==> config.mk <==
export PLATFORM = sky130hd
export DESIGN_NAME = trig_pulse_timer
export DESIGN_NICKNAME = d
export VERILOG_FILES = /design/src/rtl/trig_pulse_timer.sv
export SDC_FILE = /design/constraint.sdc
export NUM_CORES = 1
export LEC_CHECK = 0
export ABC_AREA = 0
export BUFFER_PORTS_ARGS = -buffer_cell sky130_fd_sc_hd__clkbuf_2
export CELL_PAD_IN_SITES_DETAIL_PLACEMENT = 1
export CELL_PAD_IN_SITES_GLOBAL_PLACEMENT = 2
export CORE_MARGIN = 2
export CORE_UTILIZATION = 35
export DETAILED_ROUTE_END_ITERATION = 7
export GPL_ROUTABILITY_DRIVEN = 1
export HOLD_SLACK_MARGIN = 0.06
export PLACE_DENSITY_LB_ADDON = 0.1
export RECOVER_POWER = 100
export SYNTH_ARGS = -nofsm -noshare
export SYNTH_HDL_FRONTEND = slang
export SYNTH_SLANG_ARGS = --single-unit
==> constraint.sdc <==
create_clock -name clk -period 5.1 [get_ports clk]
set_clock_uncertainty 0.15 [all_clocks]
set_input_delay 0.51 -clock clk [delete_from_list [all_inputs] [get_ports clk]]
set_output_delay 0.51 -clock clk [all_outputs]
set_load 0.005 [all_outputs]
==> src/rtl/trig_pulse_timer.sv <==
module trig_pulse_timer #(
  parameter int W = 16,
  parameter logic [W-1:0] RELOAD_RST = {W{1'b1}}
) (
  input  logic         clk,
  input  logic         rst_n,
  input  logic         trig_in,
  input  logic         reload_we,
  input  logic [W-1:0] reload_val,
  input  logic         cmp_we,
  input  logic [W-1:0] cmp_val,
  input  logic         oen_we,
  input  logic         oen_val,
  output logic         pulse_out,
  output logic         busy,
  output logic         done
);

  localparam logic [W-1:0] ZERO = '0;

  logic [2:0]   sync_q;
  logic [W-1:0] reload_q, cmp_q, cnt_q;
  logic         oen_q, run_q, done_q;
  logic         rise, start, at_zero;

  assign rise    = sync_q[1] & ~sync_q[2];
  assign start   = rise & ~run_q;
  assign at_zero = (cnt_q == ZERO);

  always_ff @(posedge clk) begin
    if (!rst_n) sync_q <= '0;
    else        sync_q <= {sync_q[1:0], trig_in};
  end

  always_ff @(posedge clk) begin
    if (!rst_n) begin
      reload_q <= RELOAD_RST;
      cmp_q    <= ZERO;
      oen_q    <= 1'b0;
    end else begin
      if (reload_we) reload_q <= reload_val;
      if (cmp_we)    cmp_q    <= cmp_val;
      if (oen_we)    oen_q    <= oen_val;
    end
  end

  always_ff @(posedge clk) begin
    if (!rst_n) begin
      cnt_q  <= ZERO;
      run_q  <= 1'b0;
      done_q <= 1'b0;
    end else begin
      done_q <= run_q & at_zero;
      if (start) begin
        cnt_q <= reload_q;
        run_q <= 1'b1;
      end else if (run_q) begin
        if (at_zero) run_q <= 1'b0;
        else         cnt_q <= cnt_q - 1'b1;
      end
    end
  end

  assign busy      = run_q;
  assign done      = done_q;
  assign pulse_out = run_q & oen_q & (cnt_q <= cmp_q);


  start_load_chk: assert property (@(posedge clk) disable iff (!rst_n)
    $rose(run_q) |-> ($past(rise) && cnt_q == $past(reload_q)));


  count_step_chk: assert property (@(posedge clk) disable iff (!rst_n)
    (run_q && !at_zero) |=> (run_q && cnt_q == $past(cnt_q) - 1'b1));


  stop_at_zero_chk: assert property (@(posedge clk) disable iff (!rst_n)
    (run_q && at_zero && !rise) |=> !run_q);


  oen_gate_chk: assert property (@(posedge clk) disable iff (!rst_n)
    !oen_q |-> !pulse_out);


  pulse_in_run_chk: assert property (@(posedge clk) disable iff (!rst_n)
    pulse_out |-> busy);


  done_strobe_chk: assert property (@(posedge clk) disable iff (!rst_n)
    done |-> (!busy && $past(busy) && !$past(done)));


  ignore_trig_chk: assert property (@(posedge clk) disable iff (!rst_n)
    (run_q && !at_zero && rise) |=> (run_q && cnt_q == $past(cnt_q) - 1'b1));


  shadow_hold_chk: assert property (@(posedge clk) disable iff (!rst_n)
    (run_q && !at_zero && reload_we) |=> (cnt_q == $past(cnt_q) - 1'b1));

endmodule

==> metrics.txt, run 1 <==
fill count=926; hpwl dp=4900 um; final worst path period need=2.77 ns; library cells used by synthesis=47; setup bufs post-CTS=0; GRT Total Usage=16.5%; DRC=0; fmax=361 MHz; RSZ-0062 raised after global routing=false; Syn. warnings=0; clk_lat worst skew=0.32 ns; first-pass GRT wire length=11,200 um; Mapped Avg Cell Area=8.88 um^2; CTS tree=built; Routed Wire Length=6650 um; post-synthesis sequential area ratio=39.8%; Tot Pwr=940 uW; final max-slew violation count=0; outcome=completed; R2R depth=4; type of the worst setup path=reg2out; Setup-failing EPs final=0; Top FF cell, synth=dfxtp_1; Critical Path RT=4.44 ns; register clock-pin slew on the reported worst setup and hold paths=0.11 ns; Syn Std Cell Area=2720 um^2; Cell Pwr Density=305 nW/um^2; antenna cells=0; slew of the pin with the lowest slew margin=1.04 ns; Area growth syn-to-layout=13.6%; Yosys reg bits=54; Mapped Cells=306; Max clock buf depth=2; io pins=42; port bufs=41; # H-tree levels=2; Worst Hold Class=in2reg; vias in the first global route=2,181; WL per Instance=15.0 um; num rows=32; core box area=7610 um^2; DR iter-0 viols=136; VDD IR max=0.132 mV; pin count of the biggest net entering global routing=31; CTS Hold Bufs=0; 1st-pass router iterations=4; crit share post-route=54.4%; CTS root buffer=clkbuf_8; Die Ht=92.1 um; initial antenna violation count=0; Hold Violations, Final=0; share of cells above drive strength 1=16.4%; crit end category=primary output; WP data arrival=2.11 ns; Max Cap Viol=0; CP max FO=8; full die area=8490 um^2; R2R setup slack=2.36 ns; Hold Path Depth=2; leak pwr=0.00132 uW; final antenna-violating net count=0; total gr overflow=0; Die X=92.1 um; syn_nets=363; setup TNS=0 ns; cts repair resizes=0; total CTS buffers=5; Initial Utilization=35.7%; CTS sink count=54; Via Count=2,291; share of flip-flops with an asynchronous set or reset=0%; # nets final=397; Slew headroom=30.4%; EDFF count, synth=0; vias per cell=5.17; routability congestion estimate=0.819; CP Launch Type=flop
==> per-stage QoR <==
step           util [%]  hold WS (ns)  setup WS, ns  instance area [um^2]  std cells
2_1_floorplan         -         0.262          3.04                  2720        306
3_3_place_gp       39.5         0.268          2.67                  3000        435
3_5_place_dp       39.5         0.283          2.66                  3000        435
4_1_cts            40.7         0.224          2.30                  3100        443
5_1_grt            40.6         0.224          2.19                  3090        443
6_report           40.6         0.234          2.33                  3090        443
==> layout by cell type (no fill, tap or decap), types with 2 or more instances in the layout <==
cell	n
a21oi_1	9
a31o_2	3
a31oi_1	12
and2_0	2
and2_1	5
clkbuf_1	3
clkbuf_2	38
clkbuf_8	5
clkinv_4	3
dfxtp_1	54
ha_1	18
inv_1	19
mux2i_1	33
nand2_1	38
nand3_1	7
nand3b_1	3
nand4_1	7
nor2_1	27
nor3_1	2
nor3b_1	3
nor4_1	7
o211ai_1	4
o21ai_0	5
o311ai_0	3
o31a_1	2
or3_1	2
or3b_2	2
or4_1	2
==> path summary, 6_finish.rpt <==
path,startpoint,end
setup / recovery,cnt_q[7],pulse_out
hold / removal,trig_in,sync_q[0]
setup reg to reg,cnt_q[12],cnt_q[1]
hold reg to reg,sync_q[0],sync_q[1]
==> cell type report <==
class,instances,area [um^2],area share (%)
clock buffer,5,68.8,2.23
clock inverter,3,26.3,0.851
inverter,19,71.3,2.31
multi-input combinational,218,1500,48.7
sequential,54,1080,35.0
tap,102,128,4.13
timing repair buffer,42,209,6.77
==> logic make-up (layout without fill, tap and decap cells) <==
| logic type | after synthesis | after routing | share of synthesized area [%] |
|---|---|---|---|
| AO/OA/AOI/OAI | 51 | 51 | 13.3 |
| AND/OR/NAND/NOR | 116 | 116 | 21.8 |
| buffers and inverters | 34 | 69 | 4.70 |
| multiplexers | 33 | 33 | 12.2 |
| adder cells (fa/ha/maj) | 18 | 18 | 8.29 |
| flip-flops | 54 | 54 | 39.8 |
==> registers in the layout (all words and copies together) (netlist names) <==
name	cells
reload_q	16
sync_q	3
done	1
cmp_q	16
cnt_q	16
busy	1
oen_q	1
==> where the power goes <==
part	leakage (uW)	total (uW)	switching [uW]	internal (uW)
combinational	0.000822	205	121	84.5
sequential	0.000445	479	29.2	450
clock	0.0000483	256	156	99.6
==> worst max-delay path, cell delays in order (launching register included) <==
cell      delay (ns)
dfxtp_1         0.49
ha_1            0.30
a21oi_1         0.14
o21ai_0         0.10
a221o_1         0.35
o31ai_1         0.27
clkbuf_1        0.15
==> cells in the mapped netlist (4+ instances only) <==
cell      instances  area [um^2]
a21oi_1           9         45.0
a31oi_1          12         75.1
and2_1            7         43.8
clkbuf_1         15         56.3
dfxtp_1          54         1080
ha_1             18          225
inv_1            19         71.3
mux2i_1          33          330
nand2_1          38          143
nand3_1           7         35.0
nand4_1           7         43.8
nor2_1           27          101
nor4_1            6         37.5
o211ai_1          4         30.0
o21ai_0           5         25.0
==> layer usage <==
layer | share of wire (%) | global-route usage (%)
met3 | 3.5 | 4.03
met2 | 44 | 24.7
met5 | 0 | 0
met1 | 52 | 23.7
met4 | 0.80 | 4.10
Power figures use the tool's default switching activity.
==> inputs of run 2 (changes only) <==
CORE_UTILIZATION = 34   (was 35)
clock period = 2.9 ns   (was 5.1 ns; I/O delays follow)
==> run 2 against run 1 <==
Routed wire length rose by 3.5%. Register-to-register slack got worse by 2.1 ns. Global-route usage rose by 0.088 points.
==> metrics.txt, run 2 (synthesized netlist as in run 1, its figures left out) <==
Cell Pwr Density=532 nW/um^2; DR iter-0 viols=128; Die X=93.4 um; outcome=completed; Design Area, Final=3260 um^2; sum of buffers and inverters on the critical path=0; Slew headroom=31.2%; WP data arrival=2.68 ns; commonest non-fill, non-tap cell in the layout=dfxtp_1; Die Ht=93.4 um; crit-path max cell delay=0.86 ns; Routed Wire Length=6880 um; Setup-failing EPs final=0; vias per cell=5.19; Critical Path RT=2.95 ns; io pins=42; Via Count=2,384; crit end category=flop; clk_lat worst skew=0.30 ns; CP Launch Point=cnt_q[2]; VDD IR max=0.188 mV; critical path endpoint=cnt_q[15]; 1st-pass router iterations=4; critical path cell sequence=or4_1 -> a211oi_1 -> a31oi_1 -> o31a_1; fmax=379 MHz; final worst path period need=2.64 ns; Top Registers=cmp_q (16), cnt_q (16), reload_q (16); R2R depth=4; crit share post-route=90.9%; total CTS buffers=5; num rows=32; commonest non-fill, non-tap cells in the layout=54 x dfxtp_1, 38 x nand2_1, 38 x clkbuf_2, 33 x mux2i_1, 27 x nor2_1; RSZ-0062 raised after global routing=false; GRT Total Usage=16.6%; RR Endpoint=cnt_q[15]; fill count=928; final max-slew violation count=0; DRC=0; CP max FO=9; CP top delay family=compound AO/OA/AOI/OAI gates; Max clock buf depth=2; routability congestion estimate=0.837; pin count of the biggest net entering global routing=31; CTS tree=built; CTS sink count=54; type of the worst setup path=reg2reg; CP Launch Type=flop; core box area=7730 um^2; setup TNS=0 ns; # H-tree levels=2; Hold Violations, Final=0; register clock-pin slew on the reported worst setup and hold paths=0.09 ns; Area growth syn-to-layout=19.8%; CTS root buffer=clkbuf_8; slew of the pin with the lowest slew margin=1.03 ns; Placed Area=3020 um^2; cell depth of the worst setup path=4; initial antenna violation count=0; setup bufs post-CTS=0; Worst Hold Class=in2reg; leak pwr=0.00139 uW; WHS=0.0656 ns; Initial Utilization=35.2%; R2R setup slack=0.26 ns; antenna cells=0; port bufs=41; full die area=8720 um^2; WL per Instance=15.0 um; final antenna-violating net count=0; share of cells above drive strength 1=15.1%; vias in the first global route=2,380; # nets final=414; total gr overflow=0; hpwl dp=5120 um; slowest stage cell, crit path=a211oi_1; first-pass GRT wire length=11,500 um; Max Cap Viol=0; worst r2r src=cnt_q[2]
-- run 2: worst reg2reg max path: cells and delay by family (launching register included) --
kind | cells | cell delay (ns)
flip-flops | 1 | 0.41
AO/OA/AOI/OAI | 3 | 1.30
AND/OR/NAND/NOR | 1 | 0.67
-- run 2: where the power goes --
part           leakage, uW  switching, uW  internal, uW
clock            0.0000573            241           277
combinational     0.000893            215           158
sequential        0.000445           51.9           791
total              0.00139            508          1230
-- run 2: worst min path at each step --
stage                             start          end  slack [ns]  cells past startpoint
after detailed placement      sync_q[0]    sync_q[1]        0.27                      1
final                        cmp_val[2]     cmp_q[2]        0.07                      3
after global routing      reload_val[4]  reload_q[4]        0.07                      3
after floorplan                 trig_in    sync_q[0]        0.26                      1
after CTS                    cmp_val[2]     cmp_q[2]        0.06                      3
after global placement        sync_q[0]    sync_q[1]        0.27                      1
-- run 2: final cells by class --
class                   instances  area (um^2)  area share (%)
inverters                      19         71.3            2.19
clock inverters                 1         30.0           0.922
clock buffers                   6         82.6            2.54
flip-flops and latches         54         1080            33.2
well taps                     102          128            3.92
multi-input cells             218         1490            45.9
repair buffers                 59          370            11.4
-- run 2: layer usage --
| layer | global-route usage, % | share of wire, % | up-vias |
|---|---|---|---|
| li1 | - | - | 1202 |
| met2 | 28.4 | 47 | 47 |
| met3 | 3.14 | 3.5 | 4 |
| met4 | 2.94 | 0.52 | 0 |
| met5 | 0 | 0 | - |
| met1 | 21.9 | 49 | 1131 |
-- run 2: stage by stage --
stage / cells / worst slack [ns] / power (uW) / util, %
3_3_place_gp: 437 / 0.672 / 1220 / 39.1
6_report: 459 / 0.263 / 1730 / 42.1
5_1_grt: 459 / 0.110 / 1850 / 42.1
4_1_cts: 459 / 0.337 / 1770 / 42.5
3_5_place_dp: 437 / 0.678 / 1230 / 39.1
2_1_floorplan: 306 / 0.897 / 1110 / -
-- run 2: timing repair --
action,4_1_cts,5_1_grt
endpoints found under the setup margin,0,0
hold buffers,15,0
gates resized for setup,0,0
hold endpoints to repair,15,0
